<file path="config.mk">
export PLATFORM = sky130hd
export DESIGN_NAME = irq_arbiter
export DESIGN_NICKNAME = d
export VERILOG_FILES = /design/src/rtl/irq_arbiter.sv
export SDC_FILE = /design/constraint.sdc
export NUM_CORES = 1
export LEC_CHECK = 0
export ABC_AREA = 1
export ABC_CLOCK_PERIOD_IN_PS = 3100
export BUFFER_PORTS_ARGS = -buffer_cell sky130_fd_sc_hd__buf_4
export CAP_MARGIN = 5
export CORE_MARGIN = 3
export CORE_UTILIZATION = 49
export CTS_CLUSTER_SIZE = 14
export DETAILED_ROUTE_END_ITERATION = 7
export HOLD_SLACK_MARGIN = 0.1
export PLACE_DENSITY = 0.84
export SYNTH_ARGS = -nofsm -noshare
export SYNTH_HDL_FRONTEND = slang
export SYNTH_SLANG_ARGS = --single-unit
</file>
<file path="constraint.sdc">
create_clock -name clk -period 3.1 [get_ports clk]
set_input_delay 0.62 -clock clk [delete_from_list [all_inputs] [get_ports clk]]
set_output_delay 0.62 -clock clk [all_outputs]
set_load 0.01 [all_outputs]
</file>
<file path="src/rtl/irq_arbiter.sv">
module irq_arbiter #(
  parameter int          NSRC     = 5,
  parameter logic [7:0]  EN_ADDR  = 8'hA8,
  parameter logic [7:0]  PRI_ADDR = 8'hB8,
  parameter logic [15:0] VEC_BASE = 16'h0003,
  parameter int          VEC_STEP = 8
) (
  input  logic            clk,
  input  logic            rst_n,
  input  logic [7:0]      reg_addr,
  input  logic            reg_wr,
  input  logic [7:0]      reg_wdata,
  output logic [7:0]      reg_rdata,
  input  logic [7:0]      bit_addr,
  input  logic            bit_wr,
  input  logic            bit_wdata,
  input  logic [NSRC-1:0] req_flags,
  input  logic            irq_ack,
  input  logic            reti,
  output logic            irq_req,
  output logic [15:0]     irq_vector,
  output logic            irq_level
);
  localparam int IW = (NSRC > 1) ? $clog2(NSRC) : 1;

  logic [NSRC-1:0] src_en, src_pri;
  logic            glob_en;
  logic            ins_hi, ins_lo;

  logic [NSRC-1:0] elig, hi_cand, lo_cand;
  logic            hi_any, lo_any;
  logic [IW-1:0]   hi_idx, lo_idx, sel_idx;

  wire [2:0] bsel   = bit_addr[2:0];
  wire       bit_en = bit_wr && (bit_addr[7:3] == EN_ADDR[7:3]);
  wire       bit_pr = bit_wr && (bit_addr[7:3] == PRI_ADDR[7:3]);

  always_ff @(posedge clk) begin
    if (!rst_n) begin
      src_en  <= '0;
      src_pri <= '0;
      glob_en <= 1'b0;
    end else if (reg_wr) begin
      if (reg_addr == EN_ADDR) begin
        glob_en <= reg_wdata[7];
        src_en  <= reg_wdata[NSRC-1:0];
      end
      if (reg_addr == PRI_ADDR) src_pri <= reg_wdata[NSRC-1:0];
    end else begin
      for (int i = 0; i < NSRC; i++) begin
        if (bit_en && bsel == 3'(i)) src_en[i]  <= bit_wdata;
        if (bit_pr && bsel == 3'(i)) src_pri[i] <= bit_wdata;
      end
      if (bit_en && bsel == 3'd7) glob_en <= bit_wdata;
    end
  end

  always_comb begin
    if (reg_addr == EN_ADDR)       reg_rdata = {glob_en, {(7-NSRC){1'b1}}, src_en};
    else if (reg_addr == PRI_ADDR) reg_rdata = {{(8-NSRC){1'b1}}, src_pri};
    else                           reg_rdata = 8'h00;
  end

  assign elig    = req_flags & src_en & {NSRC{glob_en}};
  assign hi_cand = elig & src_pri;
  assign lo_cand = elig & ~src_pri;

  always_comb begin
    hi_any = 1'b0; lo_any = 1'b0;
    hi_idx = '0;   lo_idx = '0;
    for (int i = NSRC - 1; i >= 0; i--) begin
      if (hi_cand[i]) begin hi_any = 1'b1; hi_idx = IW'(i); end
      if (lo_cand[i]) begin lo_any = 1'b1; lo_idx = IW'(i); end
    end
  end

  assign irq_level  = hi_any;
  assign irq_req    = !ins_hi && (hi_any || (lo_any && !ins_lo));
  assign sel_idx    = hi_any ? hi_idx : lo_idx;
  assign irq_vector = irq_req ? VEC_BASE + 16'(sel_idx) * 16'(VEC_STEP) : 16'h0000;

  always_ff @(posedge clk) begin
    if (!rst_n) begin
      ins_hi <= 1'b0;
      ins_lo <= 1'b0;
    end else if (irq_ack && irq_req) begin
      if (irq_level) ins_hi <= 1'b1;
      else           ins_lo <= 1'b1;
    end else if (reti) begin
      if (ins_hi) ins_hi <= 1'b0;
      else        ins_lo <= 1'b0;
    end
  end
endmodule


</file>
==> flow_summary.ini, run 1 <==
[clocking]
htree_levels = 1
clk_pin_slew_ps = 80
cts_resized = 0
cts-root-buf = clkbuf_4
cts_setup_buffers = 0
clock_latency_ps = 270
cts_buffers = 3
clock_path_buffers = 2
cts_tree = yes
clock-sinks = 13
postCtsHoldBufs = 0

[logic_synthesis]
yosysWarnings = 0
synth.area.top_cells = dfxtp_1 21%, nand2_1 16%, buf_4 8.6%
synth_top_cell_by_area = dfxtp_1
syn-cell-area_mm2 = 0.00123
synthFlopType = dfxtp_1
avgSynthCellArea_um2 = 5.85
ys_types = 23
async_flop_share_pct = 0
ys_seq_elements = 13
syn_inst = 210
synth_edf_count = 0
seq_area_frac_synth_pct = 21.2
synth_top_area_share_pct = 21.2

[worst_setup_path]
worstReg2RegEnd = ins_lo$_SDFFE_PN0P_
r2r_start = glob_en$_SDFFE_PN0P_
r2r_cells = 8
cp.arrival_ps = 1870
crit_path_end_kind = primary output
ff2ff_setup_slack_ps = 1550
start_kind = flip-flop
path_max_fanout = 14
cp.required_ps = 2480
path_class = reg -> out

[layout]
antenna_cells = 0
drive_above_1_share_pct = 23.2
area_delta_synth_final_pct = 26.8
layout.nets = 291

[power]
leakage_nw = 0.862
p_per_area_mw_per_mm2 = 217
ir_drop_v = 0.000202

[sta]
hold_viol_final = 0
skew_ps = 2.26
maxSlewHeadroom_pct = 58.0
tns_ps = 0
worst_pin_slew_ps = 625
finalCriticalPeriod_ps = 2490
fin_crit_sh_pct = 80.3
max_freq_ghz = 0.402
setup_violations = 0
hold_ws_ps = 484
final-max-slew-violation-count = 0
rsz0062_at_grt = false

[floorplanning]
start_util_pct = 53.5
ios = 62
die_h_um = 56.1
core-area_mm2 = 0.00230
dieArea_mm2 = 0.00314
rows = 17
fp.dieW_um = 56.1

[detailed_routing]
ant_nets = 0
vias = 1408
drt_iter0_drc = 32
wl_um = 3000
dr.pass1.iters = 5
drc = 0
avgViaCountPerCell = 4.99
post_drt_wl_per_cell_um = 10.6

[placement]
dp_hpwl_um = 2500
gp_congestion = 0.890
port_buffers = 48

[grt]
grt_max_degree = 15
grt_pass1_wl_um = 4890
grt-ovfl-total = 0
first_global_vias = 1166
antenna_found_initial = 0
gr-usage-all-layers_pct = 18.7

[hold_path]
hp-class = reg -> reg
whs_path_depth = 2
whs_endpoint = ins_lo$_SDFFE_PN0P_
hp-start = ins_lo$_SDFFE_PN0P_

[flow_run]
maxCapViolCount = 0

[status]
outcome = finished clean
==> state kept, by name, indices dropped and copies added, names as in the netlist <==
signal / cells
glob_en: 1
ins_hi: 1
ins_lo: 1
src_en: 5
src_pri: 5
==> where the power goes <==
group	total (mW)	internal [mW]	switching (mW)	leakage (nW)
Combinational	0.0682	0.0338	0.0344	0.743
Sequential	0.168	0.167	0.000474	0.105
Clock	0.102	0.0498	0.0523	0.0150
Total	0.338	0.251	0.0871	0.862
==> cell families (layout without fill, tap and decap cells) <==
| family | Yosys count | count (layout) | synth area share [%] |
|---|---|---|---|
| compound gates | 26 | 26 | 11.5 |
| buf+inv | 47 | 81 | 19.6 |
| flops | 13 | 13 | 21.2 |
| other cells | 1 | 11 | 0.305 |
| simple gates | 123 | 123 | 47.5 |
==> synth_stat cells, types with 2 or more instances <==
| master | count |
|---|---|
| nor2_1 | 25 |
| buf_2 | 2 |
| o22ai_1 | 5 |
| nand3_1 | 15 |
| inv_1 | 28 |
| dfxtp_1 | 13 |
| or2_4 | 2 |
| nand4_1 | 13 |
| nor3_1 | 8 |
| buf_4 | 14 |
| o21ai_0 | 4 |
| nand2_1 | 53 |
| nand3_2 | 4 |
| a21oi_1 | 15 |
==> cell usage in the layout (no fill, tap or decap), types with 2 or more instances in the layout <==
cell type / netlist / layout
a21oi_1: 15 / 15
buf_4: 14 / 48
clkbuf_4: 0 / 3
conb_1: 1 / 11
dfxtp_1: 13 / 13
inv_1: 28 / 28
nand2_1: 53 / 53
nand3_1: 15 / 15
nand3_2: 4 / 4
nand4_1: 13 / 13
nor2_1: 25 / 25
nor3_1: 8 / 8
o21ai_0: 4 / 4
o22ai_1: 5 / 5
or2_4: 2 / 2
==> layer usage <==
layer	track usage [%]	routed length, um	vias to the layer above
met3	3.25	199	4
met2	28.7	1380	55
met1	26.2	1390	596
met5	0	0	-
li1	-	-	753
met4	6.10	32	0
==> cell type report <==
class	count	area, um^2
Multi-Input combinational cell	160	766
Fill cell	239	739
Timing Repair Buffer	48	360
Sequential cell	13	260
Inverter	29	110
Tap cell	28	35.0
Clock buffer	4	26.3
==> per-stage QoR <==
step                std cells  cell area (um^2)  util [%]  worst slack [ps]  total power, mW
floorplan                 220              1270         -              1060            0.210
global placement          278              1530      66.7               843            0.238
detailed placement        278              1530      66.7               850            0.239
CTS                       282              1560      67.8               607            0.339
global route              282              1560      67.8               338            0.355
finish                    282              1560      67.8               611            0.338
==> how the worst max path moves through the flow <==
stage,from,endpoint,slack [ps]
after floorplan,req_flags[2],irq_vector[0],1060
after detailed placement,req_flags[2],irq_req,850
after CTS,glob_en$_SDFFE_PN0P_,irq_vector[4],610
after global routing,glob_en$_SDFFE_PN0P_,irq_vector[4],340
after global placement,req_flags[2],irq_vector[0],840
final,glob_en$_SDFFE_PN0P_,irq_vector[4],610
==> worst max-delay path, cell delays in order (launching register included) <==
cell and delay (ps):
dfxtp_1 610, nand4_1 200, nand2_1 160, inv_1 50
nand2_1 50, nor2_1 50, nand2_1 80, nand2_1 100
nor3_1 150, buf_4 150
No activity file was read; power rests on OpenSTA's default activity.
==> run 2: changes to the inputs <==
ABC_AREA = 0   (was 1)
ABC_CLOCK_PERIOD_IN_PS = 2310   (was 3100)
CORE_UTILIZATION = 46   (was 49)
PLACE_DENSITY = 0.79   (was 0.84)
clock period = 2.31 ns   (was 3.1 ns; I/O delays follow)
==> run 2 against run 1 <==
  * Synthesized area is 3.2% higher
  * Critical path depth is 4 lower
  * Clock power is 33% higher
  * Die area is 8.8% higher
  * First-iteration DRC count is 31% higher
  * Register-to-register slack worse by 640 ps
  * Count of clock-buffer cells in the layout stayed put
  * Final area is 2.5% higher
  * Clock skew is 7.2 ps higher
  * Global-route usage is 0.082 points higher
  * Sequential share of layout area is 0.33 points lower
==> flow_summary.ini, run 2 <==
[status]
outcome = finished clean

[placement]
placed_area_mm2 = 0.00157
port_buffers = 48
gp_congestion = 0.868
dp_hpwl_um = 2630

[logic_synthesis]
synth_edf_count = 0
ys_seq_elements = 13
avgSynthCellArea_um2 = 8.18
yosysWarnings = 0
synthFlopType = dfxtp_1
yosysMostFrequentCell = nand2_1
synth_common_cells = 17 x nand2_1, 16 x mux2i_1, 15 x o21ai_0
seq_area_frac_synth_pct = 20.5
async_flop_share_pct = 0
syn-cell-area_mm2 = 0.00127
synth.area.top_cells = dfxtp_1 21%, mux2i_1 13%, buf_4 8.3%
ys_types = 42
syn_inst = 155
synth_top_cell_by_area = dfxtp_1
synth_top_area_share_pct = 20.5

[floorplanning]
start_util_pct = 49.8
ios = 62
core-area_mm2 = 0.00254
fp.dieW_um = 58.5
rows = 18
die_h_um = 58.5
dieArea_mm2 = 0.00342

[clocking]
cts_setup_buffers = 0
clock-sinks = 13
cts_buffers = 3
clock_latency_ps = 270
clock_path_buffers = 2
cts_tree = yes
cts-root-buf = clkbuf_4
htree_levels = 1
clk_pin_slew_ps = 70

[power]
switchingPower_mw = 0.114
p_per_area_mw_per_mm2 = 285
power_frac_seq_pct = 49.3
power.share.clock_pct = 29.8
leakage_nw = 0.659
intPower_mw = 0.342
ir_drop_v = 0.000425
switching_share_pct = 25.0
p_comb_share_pct = 20.9

[sta]
setup_violations = 0
tns_ps = 0
finalCriticalPeriod_ps = 2250
max_freq_ghz = 0.445
final-max-slew-violation-count = 0
rsz0062_at_grt = false
fin_crit_sh_pct = 97.3
skew_ps = 9.50
hold_viol_final = 0

[layout]
ff_latch_area_um2 = 262
final_area_mm2 = 0.00160
reg_top3 = src_en x5, src_pri x5
nFillCells = 234
area_delta_synth_final_pct = 26.0
drive_above_1_share_pct = 33.8
mostFrequentLayoutCells = 48 x buf_4, 17 x nand2_1, 16 x mux2i_1
multi_input_area_um2 = 903
final_common_cell = buf_4
antenna_cells = 0
layout.nets = 235

[detailed_routing]
avgViaCountPerCell = 5.46
dr.pass1.iters = 4
drc = 0
post_drt_wl_per_cell_um = 13.5
wl_um = 3080
vias = 1245
drt_iter0_drc = 42
ant_nets = 0

[worst_setup_path]
start_kind = flip-flop
slowest_stage = dfxtp_2
r2r_start = glob_en$_SDFFE_PN0P_
path_buf_inv = 1
path_max_fanout = 13
cp.required_ps = 1850
startpoint = glob_en$_SDFFE_PN0P_
crit_path_end_kind = primary output
path_class = reg -> out
cpPeakStageDelay_ps = 410
critPathTopFamily = simple AND/OR/NAND/NOR gates
path_cells = and4b_1 -> o21bai_4 -> o31ai_2 -> nor4b_2 -> buf_4
cp.arrival_ps = 1780

[grt]
grt_max_degree = 21
gr-usage-all-layers_pct = 18.8
first_global_vias = 1157
antenna_found_initial = 0
grt-ovfl-total = 0
grt_pass1_wl_um = 4990

[hold_path]
hp-class = in -> reg
hp-start = irq_ack

[flow_run]
maxCapViolCount = 0
run 2: cell types whose count changed after synthesis, sizes merged, moves of 13 or more:
cell,change
inv,-26
o21ai,+13
mux2i,+16
a21oi,-15
nand3,-13
nand2,-36
run 2: power by group through the flow:
stage	combinational (mW)	clock [mW]	sequential, mW
floorplan	0.0545	0	0.230
global placement	0.0911	0	0.230
detailed placement	0.0945	0	0.230
CTS	0.0947	0.141	0.225
global route	0.105	0.152	0.225
finish	0.0951	0.136	0.225
run 2: layout make-up:
cell class,instances,area share [%]
Multi-Input combinational cell,131,56.6
Timing Repair Buffer,48,22.6
Clock buffer,4,1.65
Sequential cell,13,16.4
Tap cell,30,2.35
Inverter,2,0.470
run 2: kinds of logic after synthesis:
kind of cell,count (synthesis),share of synthesized area [%]
muxes,16,12.6
and+or+nand+nor,71,34.9
DFF,13,20.5
other,1,0.296
buffers and inverters,21,11.2
AOI/OAI and AO/OA,33,20.4
run 2: worst min-delay path, stage by stage:
cell     delay, ps
buf_4          120
nand2_1         60
o31ai_1         60
run 2: final timing paths:
kind                                                end  slack [ps]  cells after the start
worst max-delay path                      irq_vector[5]          60                      5
worst max register to register      ins_lo$_SDFFE_PN0P_         910                      4
worst min register to register  src_pri[2]$_SDFFE_PN0P_         510                      2
worst min-delay path                ins_lo$_SDFFE_PN0P_         480                      3
run 2: per-layer routing:
layer | up-vias | part of all wire, % | global-route usage, %
li1 | 630 | - | -
met1 | 569 | 41 | 22.1
met2 | 40 | 52 | 34.0
met3 | 6 | 6.1 | 3.95
met4 | 0 | 1.5 | 5.30
met5 | - | 0 | 0
run 2: stage by stage:
| step | power [mW] | utilization, % | worst slack (ps) | instances | hold slack [ps] |
|---|---|---|---|---|---|
| 2_1_floorplan | 0.284 | - | 416 | 165 | 461 |
| 3_3_place_gp | 0.321 | 61.7 | 244 | 224 | 490 |
| 3_5_place_dp | 0.325 | 61.7 | 199 | 224 | 495 |
| 4_1_cts | 0.461 | 62.7 | 48.8 | 228 | 477 |
| 5_1_grt | 0.481 | 62.7 | 7.80 | 228 | 483 |
| 6_report | 0.456 | 62.7 | 63.3 | 228 | 482 |
run 2: repair_timing:
| item | 4_1_cts | 5_1_grt |
|---|---|---|
| hold buffers | 0 | 0 |
| endpoints found under the setup margin | 6 | 3 |
| resized for setup | 1 | 0 |
| pin swaps | 0 | 1 |
==> run 3: changes to the inputs <==
PLACE_DENSITY = 0.8   (was 0.79)
==> run 3 against run 2 <==
  * Critical path depth unchanged
  * Clock skew decreased by 4.9 ps
  * Fmax about the same
  * Final area increased by 0.16%
  * Cell count unchanged
  * Wire length increased by 3.4%
  * Critical path type unchanged
  * Core utilization increased by 0.098 points
  * Via count increased by 3.5%
  * Global-route usage increased by 1.4 points
==> flow_summary.ini, run 3 (synthesis gave the netlist of run 2 again) <==
[flow_run]
maxCapViolCount = 0

[worst_setup_path]
path_class = reg -> out
cpPeakStageDelay_ps = 410
start_kind = flip-flop
critPathTopFamily = simple AND/OR/NAND/NOR gates
cp.arrival_ps = 1790
slowest_stage = dfxtp_4
crit_path_end_kind = primary output
path_max_fanout = 13
cp.required_ps = 1850
path_cells = and4b_1 -> o21bai_4 -> o31ai_2 -> nor4b_2 -> buf_4
path_buf_inv = 1

[floorplanning]
ios = 62
start_util_pct = 49.8
dieArea_mm2 = 0.00342
fp.dieW_um = 58.5
rows = 18
die_h_um = 58.5
core-area_mm2 = 0.00254

[sta]
fin_crit_sh_pct = 97.3
hold_viol_final = 0
final-max-slew-violation-count = 0
skew_ps = 4.62
max_freq_ghz = 0.445
setup_violations = 0
tns_ps = 0
finalCriticalPeriod_ps = 2250
rsz0062_at_grt = false

[detailed_routing]
ant_nets = 0
avgViaCountPerCell = 5.65
dr.pass1.iters = 4
drc = 0
drt_iter0_drc = 70
vias = 1288
wl_um = 3190
post_drt_wl_per_cell_um = 14.0

[clocking]
cts_buffers = 3
postCtsHoldBufs = 0
clock_latency_ps = 270
htree_levels = 1
clock-sinks = 13
clk_pin_slew_ps = 80
clock_path_buffers = 2
cts_setup_buffers = 0
cts_tree = yes
cts-root-buf = clkbuf_4

[power]
ir_drop_v = 0.000333
switchingPower_mw = 0.117
switching_share_pct = 25.5
intPower_mw = 0.341
p_comb_share_pct = 20.9
p_per_area_mw_per_mm2 = 286
leakage_nw = 0.659
power.share.clock_pct = 30.2
power_frac_seq_pct = 48.9

[grt]
grt_pass1_wl_um = 5470
grt_max_degree = 21
antenna_found_initial = 0
gr-usage-all-layers_pct = 20.2
grt-ovfl-total = 0
first_global_vias = 1264

[layout]
layout.nets = 235
mostFrequentLayoutCells = 48 x buf_4, 17 x nand2_1, 16 x mux2i_1
antenna_cells = 0
drive_above_1_share_pct = 33.8
reg_top3 = src_en x5, src_pri x5
area_delta_synth_final_pct = 26.2
final_common_cell = buf_4
final_area_mm2 = 0.00160

[placement]
dp_hpwl_um = 2660
placed_area_mm2 = 0.00157
port_buffers = 48
gp_congestion = 0.863

[status]
outcome = finished clean

[hold_path]
hp-class = in -> reg
==> run 3: cell counts in the layout (fill, tap and decap cells not counted) <==
No cell type changed its count.
==> run 3: through the flow <==
stage | hold slack (ps) | utilization, % | setup WS, ps | power (mW) | cells
4_1_cts | 462 | 62.7 | 34.4 | 0.461 | 228
3_5_place_dp | 507 | 61.7 | 173 | 0.325 | 224
3_3_place_gp | 490 | 61.7 | 247 | 0.321 | 224
5_1_grt | 487 | 62.8 | 15.8 | 0.478 | 228
6_report | 467 | 62.8 | 61.6 | 0.457 | 228
2_1_floorplan | 461 | - | 416 | 0.284 | 165
==> run 3: final timing paths <==
kind	from	to	slack, ps	cells past startpoint
worst min-delay path	irq_ack	ins_lo$_SDFFE_PN0P_	470	3
worst max-delay path	glob_en$_SDFFE_PN0P_	irq_vector[5]	60	5
worst max register to register	glob_en$_SDFFE_PN0P_	ins_lo$_SDFFE_PN0P_	910	4
worst min register to register	src_en[2]$_SDFFE_PN0P_	src_en[2]$_SDFFE_PN0P_	520	2
==> run 3: final cells by class <==
type,count,area [um^2]
Tap cell,30,37.5
Sequential cell,13,264
Clock buffer,4,26.3
Inverter,2,7.51
Fill cell,233,946
Timing Repair Buffer,48,360
Multi-Input combinational cell,131,903
==> run 3: repair_timing <==
action,CTS,global route
endpoints found under the setup margin,6,6
gates resized for setup,1,1
pin swaps,0,1
==> run 3: power groups by stage <==
stage,Clock [mW],Combinational (mW),Sequential (mW)
after floorplan,0,0.0545,0.230
after global routing,0.150,0.105,0.224
after global placement,0,0.0909,0.230
after CTS,0.142,0.0948,0.225
after detailed placement,0,0.0948,0.230
final,0.138,0.0953,0.224
==> run 3: worst min-delay path, delay by kind of cell <==
| family | cells | cell delay, ps |
|---|---|---|
| buffers and inverters | 1 | 110 |
| AOI/OAI and AO/OA | 1 | 60 |
| and+or+nand+nor | 1 | 50 |
==> run 3: layer usage <==
metal	share of wire, %	GRT usage, %	vias up
met2	51	34.9	57
met5	0	0	-
met3	6.7	2.85	8
met4	1.9	6.62	0
met1	41	25.6	592
li1	-	-	631
